## config.mk

```make
export PLATFORM = sky130hd
export DESIGN_NAME = dma_cpl_irq_ctrl
export DESIGN_NICKNAME = d
export VERILOG_FILES = /design/src/rtl/dcirq_pkg.sv /design/src/rtl/cpl_pend_reg.sv /design/src/rtl/cpl_en_reg.sv /design/src/rtl/irq_pulse_gen.sv /design/src/rtl/dma_cpl_irq_ctrl.sv
export SDC_FILE = /design/constraint.sdc
export NUM_CORES = 1
export LEC_CHECK = 0
export BUFFER_PORTS_ARGS = -buffer_cell sky130_fd_sc_hd__buf_2
export CORE_ASPECT_RATIO = 0.7
export CORE_MARGIN = 3
export CORE_UTILIZATION = 50
export DETAILED_ROUTE_END_ITERATION = 16
export GPL_TIMING_DRIVEN = 0
export PLACE_DENSITY = 0.84
export SLEW_MARGIN = 20
export SYNTH_ARGS = -nofsm -noshare
export SYNTH_HDL_FRONTEND = slang
export SYNTH_SLANG_ARGS = --single-unit
```

## constraint.sdc

```tcl
create_clock -name clk -period 2.66 [get_ports clk]
set_clock_uncertainty 0.15 [all_clocks]
set_input_delay 0.665 -clock clk [delete_from_list [all_inputs] [get_ports clk]]
set_output_delay 0.665 -clock clk [all_outputs]
set_load 0.005 [all_outputs]
```

## src/rtl/dcirq_pkg.sv

```systemverilog
package dcirq_pkg;
  // Register offsets inside each view window
  typedef enum logic [2:0] {
    OFF_EN    = 3'd0,
    OFF_ENSET = 3'd1,
    OFF_ENCLR = 3'd2,
    OFF_PEND  = 3'd3,
    OFF_PCLR  = 3'd4,
    OFF_EVAL  = 3'd5,
    OFF_EEVAL = 3'd6
  } reg_off_e;

  localparam int OFF_W = 3;
endpackage

```

## src/rtl/cpl_pend_reg.sv

```systemverilog
module cpl_pend_reg #(
  parameter int NCH = 32,
  parameter int CW  = $clog2(NCH)
) (
  input  logic           clk,
  input  logic           rst_n,
  input  logic           cpl_valid,
  input  logic [CW-1:0]  cpl_code,
  input  logic [NCH-1:0] clr_vec,
  output logic [NCH-1:0] pend_q
);
  // Channel number to one-hot vector
  function automatic logic [NCH-1:0] code2vec(input logic [CW-1:0] c);
    code2vec = '0;
    for (int i = 0; i < NCH; i++)
      if (c == CW'(i)) code2vec[i] = 1'b1;
  endfunction

  logic [NCH-1:0] set_vec;
  assign set_vec = cpl_valid ? code2vec(cpl_code) : '0;

  // set has priority over clear on the same bit
  always_ff @(posedge clk or negedge rst_n)
    if (!rst_n) pend_q <= '0;
    else        pend_q <= (pend_q & ~clr_vec) | set_vec;

  a_r1_code_sets: assert property (@(posedge clk) disable iff (!rst_n)
    cpl_valid |=> pend_q[$past(cpl_code)]);

  a_r2_fall_needs_clear: assert property (@(posedge clk) disable iff (!rst_n)
    1'b1 |=> ((($past(pend_q) & ~pend_q) & ~$past(clr_vec)) == '0));
endmodule

```

## src/rtl/cpl_en_reg.sv

```systemverilog
module cpl_en_reg #(
  parameter int NCH = 32
) (
  input  logic           clk,
  input  logic           rst_n,
  input  logic [NCH-1:0] set_vec,
  input  logic [NCH-1:0] clr_vec,
  output logic [NCH-1:0] en_q
);
  always_ff @(posedge clk or negedge rst_n)
    if (!rst_n) en_q <= '0;
    else        en_q <= (en_q | set_vec) & ~clr_vec;

  a_r3_mask_holds: assert property (@(posedge clk) disable iff (!rst_n)
    (set_vec == '0 && clr_vec == '0) |=> $stable(en_q));
endmodule

```

## src/rtl/irq_pulse_gen.sv

```systemverilog
module irq_pulse_gen #(
  parameter int W = 32
) (
  input  logic         clk,
  input  logic         rst_n,
  input  logic [W-1:0] pend,
  input  logic [W-1:0] en,
  input  logic [W-1:0] mask,
  input  logic         eval_wr,
  output logic         act,
  output logic         irq_q
);
  logic act_q;

  assign act = |(pend & en & mask);

  always_ff @(posedge clk or negedge rst_n)
    if (!rst_n) begin
      act_q <= 1'b0;
      irq_q <= 1'b0;
    end else begin
      act_q <= act;
      irq_q <= (act & ~act_q) | (eval_wr & act);
    end

  a_r5_rise_fires: assert property (@(posedge clk) disable iff (!rst_n)
    (act && !act_q) |=> irq_q);

  a_r6_no_refire: assert property (@(posedge clk) disable iff (!rst_n)
    (act && act_q && !eval_wr) |=> !irq_q);

  a_r7_empty_silent: assert property (@(posedge clk) disable iff (!rst_n)
    !act |=> !irq_q);
endmodule

```

## src/rtl/dma_cpl_irq_ctrl.sv

```systemverilog
module dma_cpl_irq_ctrl
  import dcirq_pkg::*;
#(
  parameter int NCH     = 32,
  parameter int NREG    = 2,
  parameter int DMISS_W = 32,
  parameter int QMISS_W = 8,
  parameter int CCERR_W = 16,
  localparam int CW     = $clog2(NCH),
  localparam int NVIEW  = NREG + 1,
  localparam int VW     = $clog2(NVIEW + 1),
  localparam int AW     = VW + OFF_W
) (
  input  logic                clk,
  input  logic                rst_n,
  input  logic                cpl_valid,
  input  logic [CW-1:0]       cpl_code,
  input  logic [NREG*NCH-1:0] acc_mask,
  input  logic                bus_we,
  input  logic [AW-1:0]       bus_addr,
  input  logic [NCH-1:0]      bus_wdata,
  output logic [NCH-1:0]      bus_rdata,
  input  logic [DMISS_W-1:0]  err_evt_miss,
  input  logic [QMISS_W-1:0]  err_qevt_miss,
  input  logic [CCERR_W-1:0]  err_ctl,
  output logic [NREG-1:0]     irq_region,
  output logic                irq_global,
  output logic                irq_err
);
  localparam int EW = DMISS_W + QMISS_W + CCERR_W;

  // Address decode
  logic [VW-1:0]    view;
  logic [OFF_W-1:0] off;
  assign view = bus_addr[AW-1:OFF_W];
  assign off  = bus_addr[OFF_W-1:0];

  // Per-view channel masks: view 0 is global
  logic [NCH-1:0] vmask [NVIEW];
  assign vmask[0] = '1;
  for (genvar r = 0; r < NREG; r++) begin : g_vmask
    assign vmask[r+1] = acc_mask[r*NCH +: NCH];
  end

  logic [NCH-1:0] sel_mask;
  always_comb begin
    sel_mask = '0;
    for (int v = 0; v < NVIEW; v++)
      if (view == VW'(v)) sel_mask = vmask[v];
  end

  logic [NCH-1:0] wmask;
  logic [NCH-1:0] en_set, en_clr, pend_clr;
  assign wmask    = bus_wdata & sel_mask;
  assign en_set   = (bus_we && off == OFF_ENSET) ? wmask : '0;
  assign en_clr   = (bus_we && off == OFF_ENCLR) ? wmask : '0;
  assign pend_clr = (bus_we && off == OFF_PCLR)  ? wmask : '0;

  // Evaluate writes ignore the access mask
  logic [NVIEW-1:0] eval_wr;
  for (genvar v = 0; v < NVIEW; v++) begin : g_eval
    assign eval_wr[v] = bus_we && off == OFF_EVAL && view == VW'(v) && bus_wdata[0];
  end

  logic err_eval_wr;
  assign err_eval_wr = bus_we && off == OFF_EEVAL && view == '0 && bus_wdata[0];

  // State
  logic [NCH-1:0] pend_q, en_q;

  cpl_pend_reg #(.NCH(NCH), .CW(CW)) u_pend (
    .clk(clk), .rst_n(rst_n), .cpl_valid(cpl_valid), .cpl_code(cpl_code),
    .clr_vec(pend_clr), .pend_q(pend_q));

  cpl_en_reg #(.NCH(NCH)) u_en (
    .clk(clk), .rst_n(rst_n), .set_vec(en_set), .clr_vec(en_clr), .en_q(en_q));

  // Read path
  always_comb begin
    case (off)
      OFF_EN:   bus_rdata = en_q & sel_mask;
      OFF_PEND: bus_rdata = pend_q & sel_mask;
      default:  bus_rdata = '0;
    endcase
  end

  // Completion pulses, one generator per view
  logic [NVIEW-1:0] view_act, view_irq;
  for (genvar v = 0; v < NVIEW; v++) begin : g_irq
    irq_pulse_gen #(.W(NCH)) u_gen (
      .clk(clk), .rst_n(rst_n), .pend(pend_q), .en(en_q), .mask(vmask[v]),
      .eval_wr(eval_wr[v]), .act(view_act[v]), .irq_q(view_irq[v]));
  end

  assign irq_global = view_irq[0];
  assign irq_region = view_irq[NVIEW-1:1];

  // Error pulse: all error flags are always enabled
  logic [EW-1:0] err_vec;
  logic          err_act;
  assign err_vec = {err_ctl, err_qevt_miss, err_evt_miss};

  irq_pulse_gen #(.W(EW)) u_err (
    .clk(clk), .rst_n(rst_n), .pend(err_vec), .en({EW{1'b1}}), .mask({EW{1'b1}}),
    .eval_wr(err_eval_wr), .act(err_act), .irq_q(irq_err));

  a_r8_err_needs_flags: assert property (@(posedge clk) disable iff (!rst_n)
    (err_eval_wr && !err_act) |=> !irq_err);
endmodule

```

==> results of run 1 <==
layer usage:
metal  up-vias  wire length, um  GRT usage
met5         -                0          0
met4         0              686      0.141
met3        62             3350      0.127
met2       534            10300      0.563
met1      3036             8960      0.516
li1       2717                -          -
cell type report:
cell class | instances | area, um^2
multi-input cells | 451 | 3520
fillers | 773 | 2790
flip-flops and latches | 72 | 1800
repair buffers | 206 | 1110
plain buffers | 36 | 253
clock buffers | 9 | 225
well taps | 128 | 160
inverters | 32 | 120
clock inverters | 7 | 77.6
state kept, by name, summed over array words and instances (netlist names):
register	cells
u_err.irq_q	1
u_err.act_q	1
u_pend.pend_q	32
g_irq.u_gen.irq_q	3
u_en.en_q	32
g_irq.u_gen.act_q	3
worst paths after layout:
| kind | from | slack, ns | to | cells after the start |
|---|---|---|---|---|
| min in group clk | u_err.act_q$_DFF_PN0_ | 0.27 | u_err.irq_q$_DFF_PN0_ | 1 |
| min | rst_n | 0.03 | u_en.en_q[8]$_DFF_PN0_ | 1 |
| max reg2reg | u_pend.pend_q[3]$_DFF_PN0_ | 0.68 | g_irq[2].u_gen.irq_q$_DFF_PN0_ | 4 |
| max | bus_addr[1] | -0.21 | bus_rdata[14] | 6 |
| min reg2reg | u_err.act_q$_DFF_PN0_ | 0.27 | u_err.irq_q$_DFF_PN0_ | 1 |
| max in group asynchronous | rst_n | 1.76 | g_irq[2].u_gen.act_q$_DFF_PN0_ | 2 |
critical path: stages:
cell       delay, ns
buf_8           0.10
nor2b_4         0.12
or3_4           0.47
buf_12          0.21
a2111oi_2       0.30
buf_2           0.18
what timing repair did:
| action | CTS | global route |
|---|---|---|
| gates cloned | 1 | 0 |
| gates resized for setup | 32 | 17 |
| buffers inserted | 2 | 3 |
| pin swaps | 7 | 5 |
| setup endpoints to repair | 32 | 32 |
kinds of logic after synthesis:
| kind of cell | synth area share |
|---|---|
| simple gates | 0.249 |
| compound gates | 0.296 |
| flops | 0.336 |
| buf+inv | 0.0599 |
| mux | 0.0597 |
cells in the final DEF, fill, tap and decap left out, types with 3 or more instances in the layout:
cell type,n
a211oi_2,22
a2111oi_4,20
nand4b_1,5
buf_2,208
inv_1,32
buf_4,8
nand2_1,41
nand2b_1,35
nor4_1,17
nor2_1,3
a221oi_1,4
nor2b_1,34
dfrtp_1,72
mux2i_1,30
a22o_1,16
nor3_1,4
a32o_1,4
clkbuf_16,9
a21oi_1,64
a22oi_1,10
o2bb2ai_1,16
a2111oi_2,11
clkbuf_1,11
nand4_1,22
buf_6,3
buf_12,4
nand3_1,65
a211oi_1,10
power breakdown:
group / internal [mW] / switching [mW] / total, mW
logic: 0.608 / 0.770 / 1.38
registers: 1.36 / 0.399 / 1.76
clock network: 0.734 / 0.511 / 1.25
per-stage QoR:
stage	hold WS (ns)	area [um^2]	TNS, ns	cells	setup WS (ns)
floorplan	0.219	5370	0	591	0.194
global placement	0.254	6520	-4.57	918	-0.335
detailed placement	0.262	6550	-5.35	919	-0.339
CTS	0.0357	7110	-4.13	938	-0.187
global route	0.0444	7270	-5.50	941	-0.225
finish	0.0345	7270	-4.37	941	-0.211
==> metrics, run 1 <==
status=finished, violations left; failing checks=negative setup slack; Rel. slew slack=0.167; area leader, netlist=dfrtp_1; H-tree depth=3; CTS sink cnt=72; via count=6,349; top-count cell post-synth=dfrtp_1; Netlist Area Pre-Place=5370 um^2; final net count=974; worst slew pin tran=approximately 1.2 ns; CP required=around 1.9 ns; gr usage total=0.380; Max Freq=348 MHz; initial drt markers=just over 800; EDFF count, synth=0; Tmin final=approximately 2.9 ns; Die W=130 um; Clock Path Buffers=2; Net Count, Synth=around 760; io pins=202; final core occ=0.723; 1st-pass router iterations=5; site row count=30; Async S/R FF share, synth=1.00; synth top area cells=dfrtp_1 (34%), a2111oi_2 (8.4%), nand3_1 (6.1%); vias in the first global route=6,285; critical path class=input port to output port; antenna-violating nets left=0; drt wl/cell=around 25 um; antenna fix cells=0; number of vias per cell=slightly below 7; area growth from synthesis to layout=35.5%; TritonCTS clock tree=done; final setup fails=32; Clock Root Buffer=clkbuf_16; Yosys cell types=38; CTS buffer count=9; CP Max Fanout=10; Avg Synthesized Cell Area=about 9.1 um^2; die area=between 10,000 and 15,000 um^2; overflow left after global routing=0; clock latency on the worst-skew pair=~0.34 ns; MaxCap Viol Count=0; Worst Path Arrival=2.06 ns; hold_buf cts=0; Synth Flop Type=dfrtp_1; largest net degree at the start of global routing=57; period utilisation layout=1.08; Total Power=approximately 4.4 mW; Core Area=between 10,000 and 15,000 um^2; Slew Viols, Final=0; synth cell count leaders=dfrtp_1 (72), nand3_1 (65), a21oi_1 (64); PnR worst setup slack=-0.211 ns; Seq/Total Area, Yosys=0.336; Initial Util=0.534; clk slew on worst S/H paths=0.06 ns; RSZ-0062 raised after global routing=true; Leak=roughly 3.3 nW; Die H=between 90 and 100 um; Hold Vio Cnt, Final=0; startpoint types=input port; Yosys reg bits=72; Max VDD drop=approximately 330 uV; first-pass GRT wire length=between 30 and 40 mm; layout cells sized above 1=0.376; HP Class=input port to async pin; share of the synthesized area in the top cell type=0.336; Detailed Place HPWL=17.9 mm; P per Cell Area=between 600 and 700 nW/um^2; GP Congestion=approximately 1.0; Mapped Cells=just under 600; I/O Buffers=a little under 200; antenna violations before repair=0; Synth Warn #=0; DR DRC count=0; final wirelength=23.3 mm; crit end category=output port
Power figures use the tool's default switching activity.
==> run 2, diff against run 1 <==
BUFFER_PORTS_ARGS = -buffer_cell sky130_fd_sc_hd__buf_4   (was -buffer_cell sky130_fd_sc_hd__buf_2)
PLACE_DENSITY = 0.81   (was 0.84)
==> run 2 against run 1 <==
Against the previous run: the run still ends with negative setup slack left; via count grew 2.1%; combinational power increased by 11%; global-route usage rose by 0.84 points; sequential power barely moved; final cell count up 0.53%; core utilization is 6.5 points higher; non-clock buffer count increased by 5; power increased by 2.9%; critical path depth unchanged; worst hold slack better by 0.25 ns; clock power decreased by 3%.
==> metrics, run 2 (synthesized netlist as in run 1, its figures left out) <==
first-pass GRT wire length=approximately 35 mm; gr usage total=0.388; Die W=between 100 and 150 um; Placed Instance Area=approximately 7000 um^2; period utilisation layout=1.08; PnR worst setup slack=-0.206 ns; Design Area, Final=7920 um^2; Clock Root Buffer=clkbuf_16; clock latency on the worst-skew pair=roughly 0.34 ns; Tmin final=approximately 2.9 ns; Max VDD drop=approximately 390 uV; Rel. slew slack=0.140; WHS=0.282 ns; final setup fails=32; antenna-violating nets left=0; Fillers=slightly below 700; TritonCTS clock tree=done; HP Class=flop to flop; Worst Path Arrival=2.05 ns; Slew Viols, Final=0; MaxCap Viol Count=0; overflow left after global routing=0; commonest cells after routing, fill and taps aside=buf_4 (207), dfrtp_1 (72), nand3_1 (65), a21oi_1 (64), nand2_1 (41); DR DRC count=0; Clock Path Buffers=2; met1 wire length=approximately 9 mm; io pins=~200; Die H=a little over 90 um; metal2 WL=between 10 and 15 mm; Placed Cells=918; worst slew pin tran=~1.3 ns; CTS sink cnt=~70; final net count=between 900 and 1,000; Hold Vio Cnt, Final=0; largest net degree at the start of global routing=between 70 and 80; commonest non-fill, non-tap cell in the layout=buf_4; number of vias per cell=6.85; setup TNS=-4.58 ns; crit end category=output port; antenna fix cells=0; site row count=30; CTS buffer count=9; Leak=roughly 3.4 nW; Core Area=about 10,000 um^2; status=finished, violations left; CP required=approximately 1.9 ns; vias in the first global route=roughly 6,400; via count=~6,500; cell-by-cell trace of the critical path=buf_8, nor2b_4, or3_4, buf_12, a2111oi_2, buf_4; DR WL met3=~3.6 mm; failing checks=negative setup slack; Layout Cells excl Fill=between 900 and 1,000; final wirelength=24.5 mm; hold_buf cts=0; Detailed Place HPWL=about 18 mm; antenna violations before repair=1; startpoint types=input port; RSZ-0062 raised after global routing=true; I/O Buffers=slightly below 200; Worst path max stage delay=between 0.4 and 0.5 ns; flip-flop and latch area=roughly 1800 um^2; initial drt markers=1,004; Initial Util=0.534; area of the multi-input gates=3630 um^2; area growth from synthesis to layout=47.6%; GP Congestion=about 0.97; P per Cell Area=569 nW/um^2; Top Registers=u_en.en_q: 32 flops, u_pend.pend_q: 32 flops; drt wl/cell=between 20 and 30 um; post-place setup slack=-0.267 ns; final core occ=0.787; Max Freq=~350 MHz; DR top layer=met4; 1st-pass router iterations=6; CP Max Fanout=10; H-tree depth=3; Total Power=4.51 mW; die area=about 12,000 um^2; clk slew on worst S/H paths=0.06 ns; slowest CP cell=or3_4; layout cells sized above 1=0.383; critical path class=input port to output port
[run 2: cell count changes in the layout (fill, tap and decap cells not counted), sizes merged]
cell,change
clkbuf,+2
buf,+3
inv,-2
clkinvlp,+1
bufbuf,+1
[run 2: final cells by class]
type                            count  share of cell area
Multi-Input combinational cell    451               0.458
Inverter                           32              0.0152
Clock buffer                       10              0.0289
Timing Repair Buffer              212               0.212
Sequential cell                    72               0.227
Clock inverter                      6             0.00758
Buffer                             35              0.0306
Tap cell                          128              0.0202
[run 2: worst paths after layout]
path	cells past startpoint	end	start	slack [ns]
setup / recovery	6	bus_rdata[28]	bus_addr[0]	-0.21
hold reg to reg	1	u_err.irq_q$_DFF_PN0_	u_err.act_q$_DFF_PN0_	0.28
setup reg to reg	4	g_irq[2].u_gen.irq_q$_DFF_PN0_	u_pend.pend_q[24]$_DFF_PN0_	0.55
max in group asynchronous	1	u_en.en_q[3]$_DFF_PN0_	rst_n	1.41
min in group asynchronous	1	u_en.en_q[8]$_DFF_PN0_	rst_n	0.30
hold / removal	1	u_err.irq_q$_DFF_PN0_	u_err.act_q$_DFF_PN0_	0.28
[run 2: timing repair]
item                       CTS  global route
setup buffers                4             7
setup endpoints to repair   32            32
pin swaps                    5             9
gates cloned                 2             0
gates resized for setup     38            25
[run 2: worst max-delay path, delay by kind of cell]
family                 cells  cell delay, ns
AOI/OAI and AO/OA          1            0.32
and+or+nand+nor            2            0.59
buffers and inverters      3            0.47
[run 2: metal layers]
layer  track usage  vias up
li1              -     2724
met1         0.519     3062
met2         0.590      591
met3         0.131      105
met4         0.132        0
met5             0        -
[run 2: where the power goes]
group	switching [mW]	internal (mW)	leakage, nW
clock network	0.493	0.722	0.138
logic	0.816	0.712	2.42
registers	0.405	1.36	0.875
==> run 3, diff against run 2 <==
ABC_AREA = 1   (was not set)
CTS_CLUSTER_DIAMETER = 100   (was not set)
==> run 3 against run 2 <==
Against the previous run: the run now ends clean; final cell count increased by 30%; clock power down 7%; routed wire length shrank 17%; non-clock buffer count shrank 12; register-to-register slack better by 0.62 ns; setup slack better by 0.24 ns; combinational power shrank 3%; highest routed layer is now met5; flip-flop and latch count stayed put; largest power group unchanged; largest cell class unchanged; power shrank 6.1%; synthesized cell count grew 49%.
==> metrics, run 3 <==
Rel. slew slack=0.365; commonest cells after routing, fill and taps aside=nand2_1 (310), buf_4 (214), inv_1 (109), nor2_1 (105), o21ai_0 (76); MaxCap Viol Count=0; Total Power=~4.2 mW; commonest non-fill, non-tap cell in the layout=nand2_1; P per Cell Area=570 nW/um^2; HP Class=input port to async pin; Worst path max stage delay=around 0.28 ns; die area=12,200 um^2; RSZ-0062 raised after global routing=true; site row count=31; final core occ=0.709; clk slew on worst S/H paths=around 0.060 ns; 1st-pass router iterations=9; critical path class=input port to output port; CP required=around 1.9 ns; EDFF count, synth=0; Leak=approximately 4 nW; Netlist Area Pre-Place=about 5400 um^2; area leader, netlist=dfrtp_1; cell-by-cell trace of the critical path=buf_4, inv_1, nor2_2, nor2_1, nand2_1, clkbuf_4, nor2_1, buf_4; initial drt markers=728; Yosys cell types=22; antenna fix cells=0; status=complete, no violations; number of setup buffers added after CTS=0; I/O Buffers=200; Async S/R FF share, synth=1.00; Core Area=10,500 um^2; Worst Path Arrival=about 1.8 ns; Clock Path Buffers=2; Die W=between 100 and 150 um; via count=about 6,700; Avg Synthesized Cell Area=a little over 6 um^2; io pins=202; vias in the first global route=~6,300; Max Freq=380 MHz; Tmin final=around 2.6 ns; largest net degree at the start of global routing=between 70 and 80; Clock Root Buffer=clkbuf_16; H-tree depth=3; startpoint types=input port; CTS buffer count=9; worst slew pin tran=~0.95 ns; antenna violations before repair=1; synth top area cells=dfrtp_1 (33%), nand2_1 (21%), inv_1 (7.6%); Seq/Total Area, Yosys=0.331; Detailed Place HPWL=around 16 mm; Top Registers=u_en.en_q: 32 flops, u_pend.pend_q: 32 flops; synth cell count leaders=nand2_1 (310), inv_1 (110), nor2_1 (105); CP Max Fanout=10; gr usage total=0.341; DR DRC count=0; Mapped Cells=slightly below 900; final setup fails=0; Slew Viols, Final=0; drt wl/cell=between 15 and 20 um; Yosys reg bits=72; Design Area, Final=7430 um^2; Hold Vio Cnt, Final=0; crit end category=output port; clock latency on the worst-skew pair=~0.34 ns; TritonCTS clock tree=done; number of vias per cell=5.45; Initial Util=0.519; Placed Instance Area=just over 7000 um^2; GP Congestion=0.906; period utilisation layout=0.988; top-count cell post-synth=nand2_1; final net count=between 1,000 and 1,500; slowest CP cell=clkbuf_4; CTS sink cnt=72; layout cells sized above 1=0.234; Die H=slightly above 90 um; Synth Flop Type=dfrtp_1; antenna-violating nets left=0; Net Count, Synth=~1,000; overflow left after global routing=0; area growth from synthesis to layout=36.6%; Synth Warn #=0; Max VDD drop=between 400 and 500 uV; share of the synthesized area in the top cell type=0.331; first-pass GRT wire length=32.2 mm; final wirelength=a little over 20 mm
[run 3: changes by cell type after synthesis, moves of 28 or more]
cell and change:
nand2_1 +269, nor2_1 +102, inv_1 +78, o21ai_0 +76
a21oi_1 -60, nor2b_1 -36, nand2b_1 -35, mux2i_1 -32
o211ai_1 +31, a2111oi_2 -30, o21ai_1 +30, o31ai_1 +28
[run 3: kinds of logic (layout without fill, tap and decap cells)]
family,Yosys count,after routing,share of synthesized area
AND/OR/NAND/NOR,483,483,0.352
AO/OA/AOI/OAI,179,179,0.198
buffers and inverters,149,364,0.119
flip-flops,72,72,0.331
[run 3: final timing paths]
| kind | to | slack [ns] | cells after the start | startpoint |
|---|---|---|---|---|
| hold / removal | u_en.en_q[12]$_DFF_PN0_ | 0.30 | 1 | rst_n |
| setup reg to reg | g_irq[2].u_gen.irq_q$_DFF_PN0_ | 1.17 | 6 | u_pend.pend_q[12]$_DFF_PN0_ |
| hold reg to reg | g_irq[0].u_gen.irq_q$_DFF_PN0_ | 0.35 | 2 | g_irq[0].u_gen.act_q$_DFF_PN0_ |
| setup / recovery | bus_rdata[6] | 0.03 | 8 | bus_addr[0] |
| min in group clk | g_irq[0].u_gen.irq_q$_DFF_PN0_ | 0.35 | 2 | g_irq[0].u_gen.act_q$_DFF_PN0_ |
| max in group asynchronous | u_en.en_q[31]$_DFF_PN0_ | 1.42 | 1 | rst_n |
[run 3: through the flow]
step                      setup slack, ns  TNS (ns)  std cells  hold WS (ns)
after floorplan                     0.432         0        883         0.219
after global placement            -0.0867    -0.517       1215         0.339
after detailed placement          -0.0709    -0.466       1215         0.345
after CTS                          0.0114         0       1230         0.348
after global routing              -0.0256   -0.0667       1230         0.377
final                              0.0316         0       1230         0.296
[run 3: cell type report]
type | count | area (um^2)
fillers | 896 | 3050
multi-input cells | 662 | 3010
flip-flops and latches | 72 | 1800
repair buffers | 200 | 1500
inverters | 114 | 434
clock buffers | 15 | 268
plain buffers | 35 | 243
well taps | 132 | 165
[run 3: power by group]
group / leakage (nW) / switching [mW] / total, mW / internal [mW]
Sequential: 0.838 / 0.272 / 1.62 / 1.35
Clock: 0.130 / 0.452 / 1.13 / 0.679
Combinational: 3.04 / 0.837 / 1.48 / 0.643
Total: 4.01 / 1.56 / 4.23 / 2.67
[run 3: per-layer routing]
metal / GRT usage / wire (um) / vias up
met5: 0 / 13 / -
met4: 0.0822 / 383 / 2
met3: 0.106 / 2570 / 41
met2: 0.469 / 8350 / 413
met1: 0.519 / 9030 / 2990
li1: - / - / 3260
[run 3: timing repair]
item                                    in CTS  in global routing
hold buffers                                 0                  0
gates resized for setup                      6                 13
pin swaps                                    0                  1
endpoints found under the setup margin      13                 32
[run 3: worst max-delay path, delay by kind of cell]
kind | cells | cell delay, ns
simple gates | 4 | 0.50
buf+inv | 4 | 0.64
